File: config.mk
export PLATFORM = sky130hd
export DESIGN_NAME = ptr_regfile
export DESIGN_NICKNAME = d
export VERILOG_FILES = /design/src/rtl/ptr_regfile_pkg.sv /design/src/rtl/ptr_regfile_dec.sv /design/src/rtl/ptr_regfile_ptr.sv /design/src/rtl/ptr_regfile_mem.sv /design/src/rtl/ptr_regfile.sv
export SDC_FILE = /design/constraint.sdc
export NUM_CORES = 1
export LEC_CHECK = 0
export BUFFER_PORTS_ARGS = -buffer_cell sky130_fd_sc_hd__buf_2
export CORE_MARGIN = 1.5
export CORE_UTILIZATION = 23
export CTS_CLUSTER_SIZE = 10
export DETAILED_ROUTE_END_ITERATION = 8
export GPL_ROUTABILITY_DRIVEN = 1
export GPL_TIMING_DRIVEN = 0
export PLACE_DENSITY = 0.34
export SLEW_MARGIN = 15
export SYNTH_ARGS = -nofsm -noshare
export SYNTH_HDL_FRONTEND = slang
export SYNTH_HIERARCHICAL = 1
export SYNTH_SLANG_ARGS = --single-unit
File: constraint.sdc
create_clock -name clk -period 6.4 [get_ports clk]
set_input_delay 0.64 -clock clk [delete_from_list [all_inputs] [get_ports clk]]
set_output_delay 0.64 -clock clk [all_outputs]
set_load 0.05 [all_outputs]
File: src/rtl/ptr_regfile_pkg.sv
package ptr_regfile_pkg;

  // Kind of access selected by the select field.
  typedef enum logic [2:0] {
    AK_DIRECT,
    AK_KEEP,
    AK_INC,
    AK_DEC,
    AK_NONE
  } acc_kind_t;

endpackage

File: src/rtl/ptr_regfile_dec.sv
module ptr_regfile_dec
  import ptr_regfile_pkg::*;
#(
  parameter int SEL_W      = 4,
  parameter int ADDR_W     = 6,
  parameter int DIRECT_CNT = 12
) (
  input  logic [SEL_W-1:0]  sel,
  input  logic [ADDR_W-1:0] ptr,
  output acc_kind_t         kind,
  output logic [ADDR_W-1:0] addr
);

  // The three pointer modes sit directly after the direct range.
  localparam int KEEP_CODE = DIRECT_CNT;
  localparam int INC_CODE  = DIRECT_CNT + 1;
  localparam int DEC_CODE  = DIRECT_CNT + 2;

  always_comb begin
    kind = AK_NONE;
    addr = ptr;
    if (int'(sel) < DIRECT_CNT) begin
      kind = AK_DIRECT;
      addr = ADDR_W'(sel);
    end else if (int'(sel) == KEEP_CODE) begin
      kind = AK_KEEP;
    end else if (int'(sel) == INC_CODE) begin
      kind = AK_INC;
    end else if (int'(sel) == DEC_CODE) begin
      kind = AK_DEC;
    end
  end

endmodule

File: src/rtl/ptr_regfile_ptr.sv
module ptr_regfile_ptr #(
  parameter int HALF_W = 3
) (
  input  logic                clk,
  input  logic                rst,
  input  logic                step_up,
  input  logic                step_dn,
  input  logic                ld_all,
  input  logic                ld_hi,
  input  logic                ld_lo,
  input  logic [2*HALF_W-1:0] ld_word,
  input  logic [HALF_W-1:0]   imm,
  output logic [2*HALF_W-1:0] ptr
);

  logic [HALF_W-1:0] hi_q, lo_q, hi_d, lo_d;

  // Priority from low to high: step, half load, full load.
  always_comb begin
    hi_d = hi_q;
    lo_d = lo_q;
    if (step_up) begin
      lo_d = lo_q + HALF_W'(1);
    end else if (step_dn) begin
      lo_d = lo_q - HALF_W'(1);
    end
    if (ld_hi) hi_d = imm;
    if (ld_lo) lo_d = imm;
    if (ld_all) {hi_d, lo_d} = ld_word;
  end

  always_ff @(posedge clk) begin
    if (rst) begin
      hi_q <= '0;
      lo_q <= '0;
    end else begin
      hi_q <= hi_d;
      lo_q <= lo_d;
    end
  end

  assign ptr = {hi_q, lo_q};

endmodule

File: src/rtl/ptr_regfile_mem.sv
module ptr_regfile_mem #(
  parameter int DATA_W = 8,
  parameter int ADDR_W = 6,
  parameter int DEPTH  = 2 ** ADDR_W
) (
  input  logic              clk,
  input  logic              we,
  input  logic [ADDR_W-1:0] addr,
  input  logic [DATA_W-1:0] wdata,
  output logic [DATA_W-1:0] rdata
);

  // No reset on the array, so it maps onto distributed RAM.
  logic [DATA_W-1:0] store [DEPTH];

  always_ff @(posedge clk) begin
    if (we) store[addr] <= wdata;
  end

  assign rdata = store[addr];

endmodule

File: src/rtl/ptr_regfile.sv
module ptr_regfile
  import ptr_regfile_pkg::*;
#(
  parameter int DATA_W     = 8,
  parameter int HALF_W     = 3,
  parameter int SEL_W      = 4,
  parameter int DIRECT_CNT = 12
) (
  input  logic                clk,
  input  logic                rst,
  input  logic                acc_valid,
  input  logic                wr_en,
  input  logic [SEL_W-1:0]    sel,
  input  logic [DATA_W-1:0]   wr_data,
  output logic [DATA_W-1:0]   rd_data,
  input  logic                ptr_ld_full,
  input  logic                ptr_ld_hi,
  input  logic                ptr_ld_lo,
  input  logic [2*HALF_W-1:0] ptr_word,
  input  logic [HALF_W-1:0]   ptr_imm,
  output logic [2*HALF_W-1:0] ptr_out,
  output logic                lo_not_max
);

  localparam int ADDR_W = 2 * HALF_W;
  localparam int DEPTH  = 2 ** ADDR_W;

  acc_kind_t         kind;
  logic [ADDR_W-1:0] addr;
  logic [DATA_W-1:0] mem_rd;
  logic              mem_we;
  logic              step_up, step_dn;

  ptr_regfile_dec #(
    .SEL_W     (SEL_W),
    .ADDR_W    (ADDR_W),
    .DIRECT_CNT(DIRECT_CNT)
  ) u_dec (
    .sel (sel),
    .ptr (ptr_out),
    .kind(kind),
    .addr(addr)
  );

  assign mem_we  = acc_valid && wr_en && (kind != AK_NONE);
  assign step_up = acc_valid && (kind == AK_INC);
  assign step_dn = acc_valid && (kind == AK_DEC);

  ptr_regfile_ptr #(
    .HALF_W(HALF_W)
  ) u_ptr (
    .clk    (clk),
    .rst    (rst),
    .step_up(step_up),
    .step_dn(step_dn),
    .ld_all (ptr_ld_full),
    .ld_hi  (ptr_ld_hi),
    .ld_lo  (ptr_ld_lo),
    .ld_word(ptr_word),
    .imm    (ptr_imm),
    .ptr    (ptr_out)
  );

  ptr_regfile_mem #(
    .DATA_W(DATA_W),
    .ADDR_W(ADDR_W),
    .DEPTH (DEPTH)
  ) u_mem (
    .clk  (clk),
    .we   (mem_we),
    .addr (addr),
    .wdata(wr_data),
    .rdata(mem_rd)
  );

  assign rd_data    = (kind == AK_NONE) ? '0 : mem_rd;
  assign lo_not_max = (ptr_out[HALF_W-1:0] != '1);

endmodule

=== Word-level counts from Yosys, hierarchy flattened ===
Memory sizes are Yosys's and may differ from the RTL's.
Cells that the tools add are included.
Widths: inputs -> output; s select.

* Flip-flop bits (word level): 6
* RAM bits: 512
* Latch bits: 0
* Output and inout bits: 15
* Word-level logic and storage cells: 34
* Input port bits: 28
* Memory bits (read-only): 0
* Memories kept: 1

{| class="wikitable"
|+ Memory list
! memory !! depth !! bits a word !! rd ports !! clocked after memory_dff !! wr ports !! line !! text
|-
| u_mem.store || 64 || 8 || 1 || 0 || 1 || ptr_regfile_mem.sv:14 || <nowiki>logic [DATA_W-1:0] store [DEPTH];</nowiki>
|}

* Shifts and indexed selects: 0
* Reductions and logical operators: 6
* Div/mod/pow operators: 0
* Bitwise logic cells: 0
* Order comparisons: 1
* Add/subtract/negate cells: 2
* Multiply operators: 0
* Multiplexer cells: 14
* Equality and inequality tests: 8

{| class="wikitable"
|+ Operator list
! kind !! count
|-
| $mux 3 || 10
|-
| $eq 4x3->1 const B || 2
|-
| $mux 8 || 1
|-
| $eq 3x2->1 const B || 2
|-
| $mux 6 || 1
|-
| $ne 3x3->1 const B || 2
|-
| $eq 4x2->1 const B || 1
|-
| $logic_and 1x1->1 || 4
|-
| $lt 4x4->1 const B || 1
|-
| $reduce_bool 4->1 || 1
|-
| $add 3x1->3 const B || 1
|-
| $eq 3x3->1 const B || 1
|-
| $sub 3x1->3 const B || 1
|-
| $mux 1 || 2
|-
| $reduce_bool 2->1 || 1
|}

=== Logic depth before layout (Yosys ltp) ===
* Depth after elaboration: 11
* Depth in mapped cells: 13
* Gate-level depth less buffers: 8

=== Cells and area by module ===
The synthesis kept the hierarchy.

{| class="wikitable"
|+ Modules (own cells, without submodules)
! module !! cells each !! area each (µm²) !! sequential area each (µm²) !! times used
|-
| ptr_regfile_mem || 1,163 || 20,289.5 || 15,374.7 || 1
|-
| ptr_regfile_ptr || 41 || 391.6 || 120.1 || 1
|-
| ptr_regfile || 14 || 101.3 || 0.0 || 1
|-
| ptr_regfile_dec || 14 || 97.6 || 0.0 || 1
|}

=== Worst setup path before layout ===
Ideal clock, no wire load.

* Kind: input to output
* Start: input port sel[2]
* End: output port rd_data[2]
* Cell stages on the path: 12
* Slack: 2.480 ns
* Data required time: 5.760 ns
* Buffers on the path: 4
* Arrival: 3.280 ns
* Path through: nand2_2 > mux2_4 > buf_6 > buf_6 > nor2b_1 > clkbuf_1 > clkbuf_1 > a22oi_1 > o221ai_1 > a21oi_1 > nand4_1 > nor2b_1

* Elaborated cells between the ends (all ways): 12
* Classes of those cells: order compare (1); eq/ne (4); mux (6); memory (1)

{| class="wikitable"
|+ RTL lines
! what !! line !! text
|-
| from (decl) || ptr_regfile.sv:13 || <nowiki>input logic [SEL_W-1:0] sel,</nowiki>
|-
| $lt 4x4->1 || ptr_regfile_dec.sv:22 || <nowiki>if (int'(sel) < DIRECT_CNT) begin</nowiki>
|-
| $mux 6 || ptr_regfile_dec.sv:22 ||
|-
| net addr[1] || ptr_regfile.sv:29 || <nowiki>logic [ADDR_W-1:0] addr;</nowiki>
|-
| $mem_v2 64x8 || - ||
|-
| net mem_rd[2] || ptr_regfile.sv:30 || <nowiki>logic [DATA_W-1:0] mem_rd;</nowiki>
|-
| $mux 8 || ptr_regfile.sv:76 || <nowiki>assign rd_data = (kind == AK_NONE) ? '0 : mem_rd;</nowiki>
|-
| to (decl) || ptr_regfile.sv:15 || <nowiki>output logic [DATA_W-1:0] rd_data,</nowiki>
|}

The timed path passes the listed nets, and every way through them passes these cells.

=== Worst setup path after layout ===
* Start: register u_ptr.lo_q[2]
* End: output port rd_data[4]

* Cells in the longest elaborated chain, start to end: 3

{| class="wikitable"
|+ Ends and longest elaborated chain
! what !! line !! text
|-
| from (decl) || ptr_regfile_ptr.sv:16 || <nowiki>logic [HALF_W-1:0] hi_q, lo_q, hi_d, lo_d;</nowiki>
|-
| from (signal assigned) || ptr_regfile_ptr.sv:38 || <nowiki>lo_q <= lo_d;</nowiki>
|-
| $mux 6 || ptr_regfile_dec.sv:22 ||
|-
| net addr[2] || ptr_regfile.sv:29 ||
|-
| $mem_v2 64x8 || - ||
|-
| net mem_rd[4] || ptr_regfile.sv:30 ||
|-
| $mux 8 || ptr_regfile.sv:76 ||
|}

The timed path passes the listed nets, and every way through them passes these cells.

==> run metrics <==
Crit. End Element output pin; Total Nets Final 1375; worst endpoint required time 5760 ps; final instance area 0.0246 sq mm; HPWL after detailed placement 51000 microns; first-pass GRT wire length 107000 microns; Top Ports 43; Int Pwr 5.96 mW; GPL Wtd Cong 0.822; largest family of logic cells by synthesized area multiplexers; Relative slew margins 20.0%; largest net degree at the start of global routing 65; M1 wire length 36000 microns; XOR/XNOR Fraction of Synth Area 0.150%; Max Clk Rate 0.171 GHz; Die X 304 microns; clk buf depth 3; DR vias/cell 4.84; Ys Warns 6; Max Clock Skew 21.2 ps; WL met3 4510 microns; Synth cell types 72; mux share of post-synthesis cell area 8.45%; Syn Std Cell Area 0.0209 sq mm; final hold viol count 0; setup TNS 0 ps; fill cell total of the finished layout 9107; PwrDens 321 mW/mm^2; RSZ-0062 raised after global routing false; Setup-failing EPs final 0; Data arrival, critical path 5200 ps; Setup crit start kind flop; met2 WL 35400 microns; Buffers on Ports 42; Switching Share 24.5%; area grow syn2layout 17.7%; DIE AREA 0.0926 sq mm; Final Max Tran Viols 0; Post-Synthesis Cells 1232; setup bufs post-CTS 0; initial core utilization 23.2%; Tcrit/Tclk final 91.3%; compound-gate portion of the synthesized area 8.34%; CTS Sinks 518; Hold Crit Class input port to flop; Max Cap Viol 0; Reg area 0.0155 sq mm; ys async rst share 0%; uppermost layer routed met5; EDFF count, synth 512; Multi-input gate area 0.00496 sq mm; critical path type flop to output pin; Die H 304 microns; CP max FO 10; Post-Synth Adder-Cell Area 0.0959%; core area 0.0900 sq mm; FP Rows 110; Starting DRT DRC Count 1425; final wirelength 77800 microns; peak supply drop 0.183 mV; transition time at the pin with the least slew margin 1200 ps; sequential area share after synthesis 74.2%; CTS tree done; global route total overflow 0; vias in the first global route 12.6k; Syn Nets 1261; root buf cell clkbuf_16; simple-gate share of the synthesized area 6.69%; Flop pwr share 47.5%; min cycle time layout 5840 ps; Clock power frac 43.2%; worst skew pair latency 600 ps; htree depth 3; Num CTS Buffers 66; synthesized flop and latch total 518; ratio of cells with drive above 1 in the final layout 16.9%; DR vias 12.4k; WL/cell 30.5 microns; Primary FF master, synth edfxtp_1; antenna violations before repair 5; Worst-path clk slew 50 ps; hold buffer count at cts 0; Psw 1.93 mW; global router's overall resource usage 16.7%; Post-CTS Resized 0; DRC 0; Lkg Pwr 7.66 nW; Avg Cell Area, Syn 16.9 sq um; antenna viol nets, final 0; area of placed instances 0.0227 sq mm; Pre-antenna DRT Iters 5; status completed; Logic pwr share 9.4%
-- per-layer routing --
metal / vias up / GRT usage (%)
li1: 5204 / -
met1: 6601 / 23.5
met2: 444 / 26.1
met3: 111 / 3.28
met4: 2 / 4.47
met5: - / 0
-- layout by cell type, fill, tap and decap left out, types with 7 or more instances in the layout --
master	synthesis	routed
o22a_1	11	11
a221o_1	11	11
a31oi_1	15	15
nand2_1	55	55
inv_1	7	7
edfxtp_1	512	512
clkinv_1	0	8
a221oi_1	21	21
o21ai_0	9	9
and2_1	10	10
o22ai_1	22	22
a22o_1	10	10
nor2_1	88	86
mux4_2	41	41
o2bb2ai_1	7	7
nand3b_1	12	12
mux2_1	11	11
mux2i_1	63	63
nand2b_1	24	24
nand3_1	9	9
buf_2	30	65
buf_4	4	13
nor2b_1	16	15
clkbuf_16	0	69
a32oi_1	7	7
a21oi_1	33	33
and3_1	9	9
a22oi_1	40	40
o221ai_1	9	9
clkbuf_1	36	48
-- per-stage QoR --
| step | setup WS, ps | power (mW) | util [%] | cells | hold slack, ps |
|---|---|---|---|---|---|
| floorplan | 2480 | 4.19 | - | 1232 | 702 |
| global placement | 51.0 | 4.55 | 25.1 | 2450 | 562 |
| detailed placement | 575 | 4.56 | 25.2 | 2454 | 566 |
| CTS | 550 | 7.99 | 27.3 | 2551 | 270 |
| global route | 468 | 8.12 | 27.3 | 2551 | 294 |
| finish | 559 | 7.89 | 27.3 | 2554 | 310 |
-- final timing paths --
kind	startpoint	end	slack (ps)	cells after the start
setup / recovery	u_ptr/lo_q[2]	rd_data[4]	560	13
hold / removal	ptr_word[4]	u_ptr/hi_q[1]	310	3
setup reg to reg	u_ptr/lo_q[0]	u_mem/store[5][4]	1030	7
hold reg to reg	u_ptr/lo_q[1]	u_ptr/lo_q[1]	560	2
-- registers in the layout, indices dropped and copies added (netlist names) --
name / cells
u_mem/store: 512
u_ptr/hi_q: 3
u_ptr/lo_q: 3
-- power groups by stage --
stage | combinational [mW] | sequential, mW | clock, mW
after CTS | 0.743 | 3.75 | 3.50
after global routing | 0.772 | 3.75 | 3.60
after global placement | 0.733 | 3.82 | 0
final | 0.740 | 3.75 | 3.41
after floorplan | 0.361 | 3.82 | 0
after detailed placement | 0.740 | 3.82 | 0
-- Yosys cell counts, drive strengths merged, types with 12 or more instances --
library cell  number  share of area [%]
clkbuf            36               0.65
o22ai             22               0.66
a221oi            21               0.88
a22oi             40                1.4
nand3b            12               0.43
mux2              18                1.0
mux2i             63                3.0
nor2              88                1.6
a21oi             34               0.83
nand2             56                1.0
buf               46                1.3
a31oi             15               0.45
mux4              41                4.4
nand2b            24               0.72
nor2b             16               0.48
edfxtp           512                 74
-- kinds of logic after synthesis --
group                      after synthesis
AOI/OAI and AO/OA                      234
xor gates and xnor gates                 2
adders and majority gates                1
buffers and inverters                   89
DFF                                    518
muxes                                  122
and+or+nand+nor                        266
-- worst max-delay path, stage by stage (launching register included) --
cell	delay, ps
dfxtp_1	420
inv_1	70
a21boi_1	240
buf_4	240
buf_2	360
inv_1	250
clkbuf_1	400
clkbuf_1	450
a32oi_1	330
a31oi_1	230
nor4_1	820
nand4_1	310
nor2b_1	230
buf_2	240
-- area by class of cell --
class                   instances  area share, %
repair buffers                 46           1.24
clock inverters                16          0.540
inverters                       7          0.107
diodes                          3         0.0305
flip-flops and latches        518           63.0
plain buffers                  82           1.65
clock buffers                  81           7.21
well taps                    1176           5.99
multi-input cells             625           20.2
(Power assumes the default switching activity.)
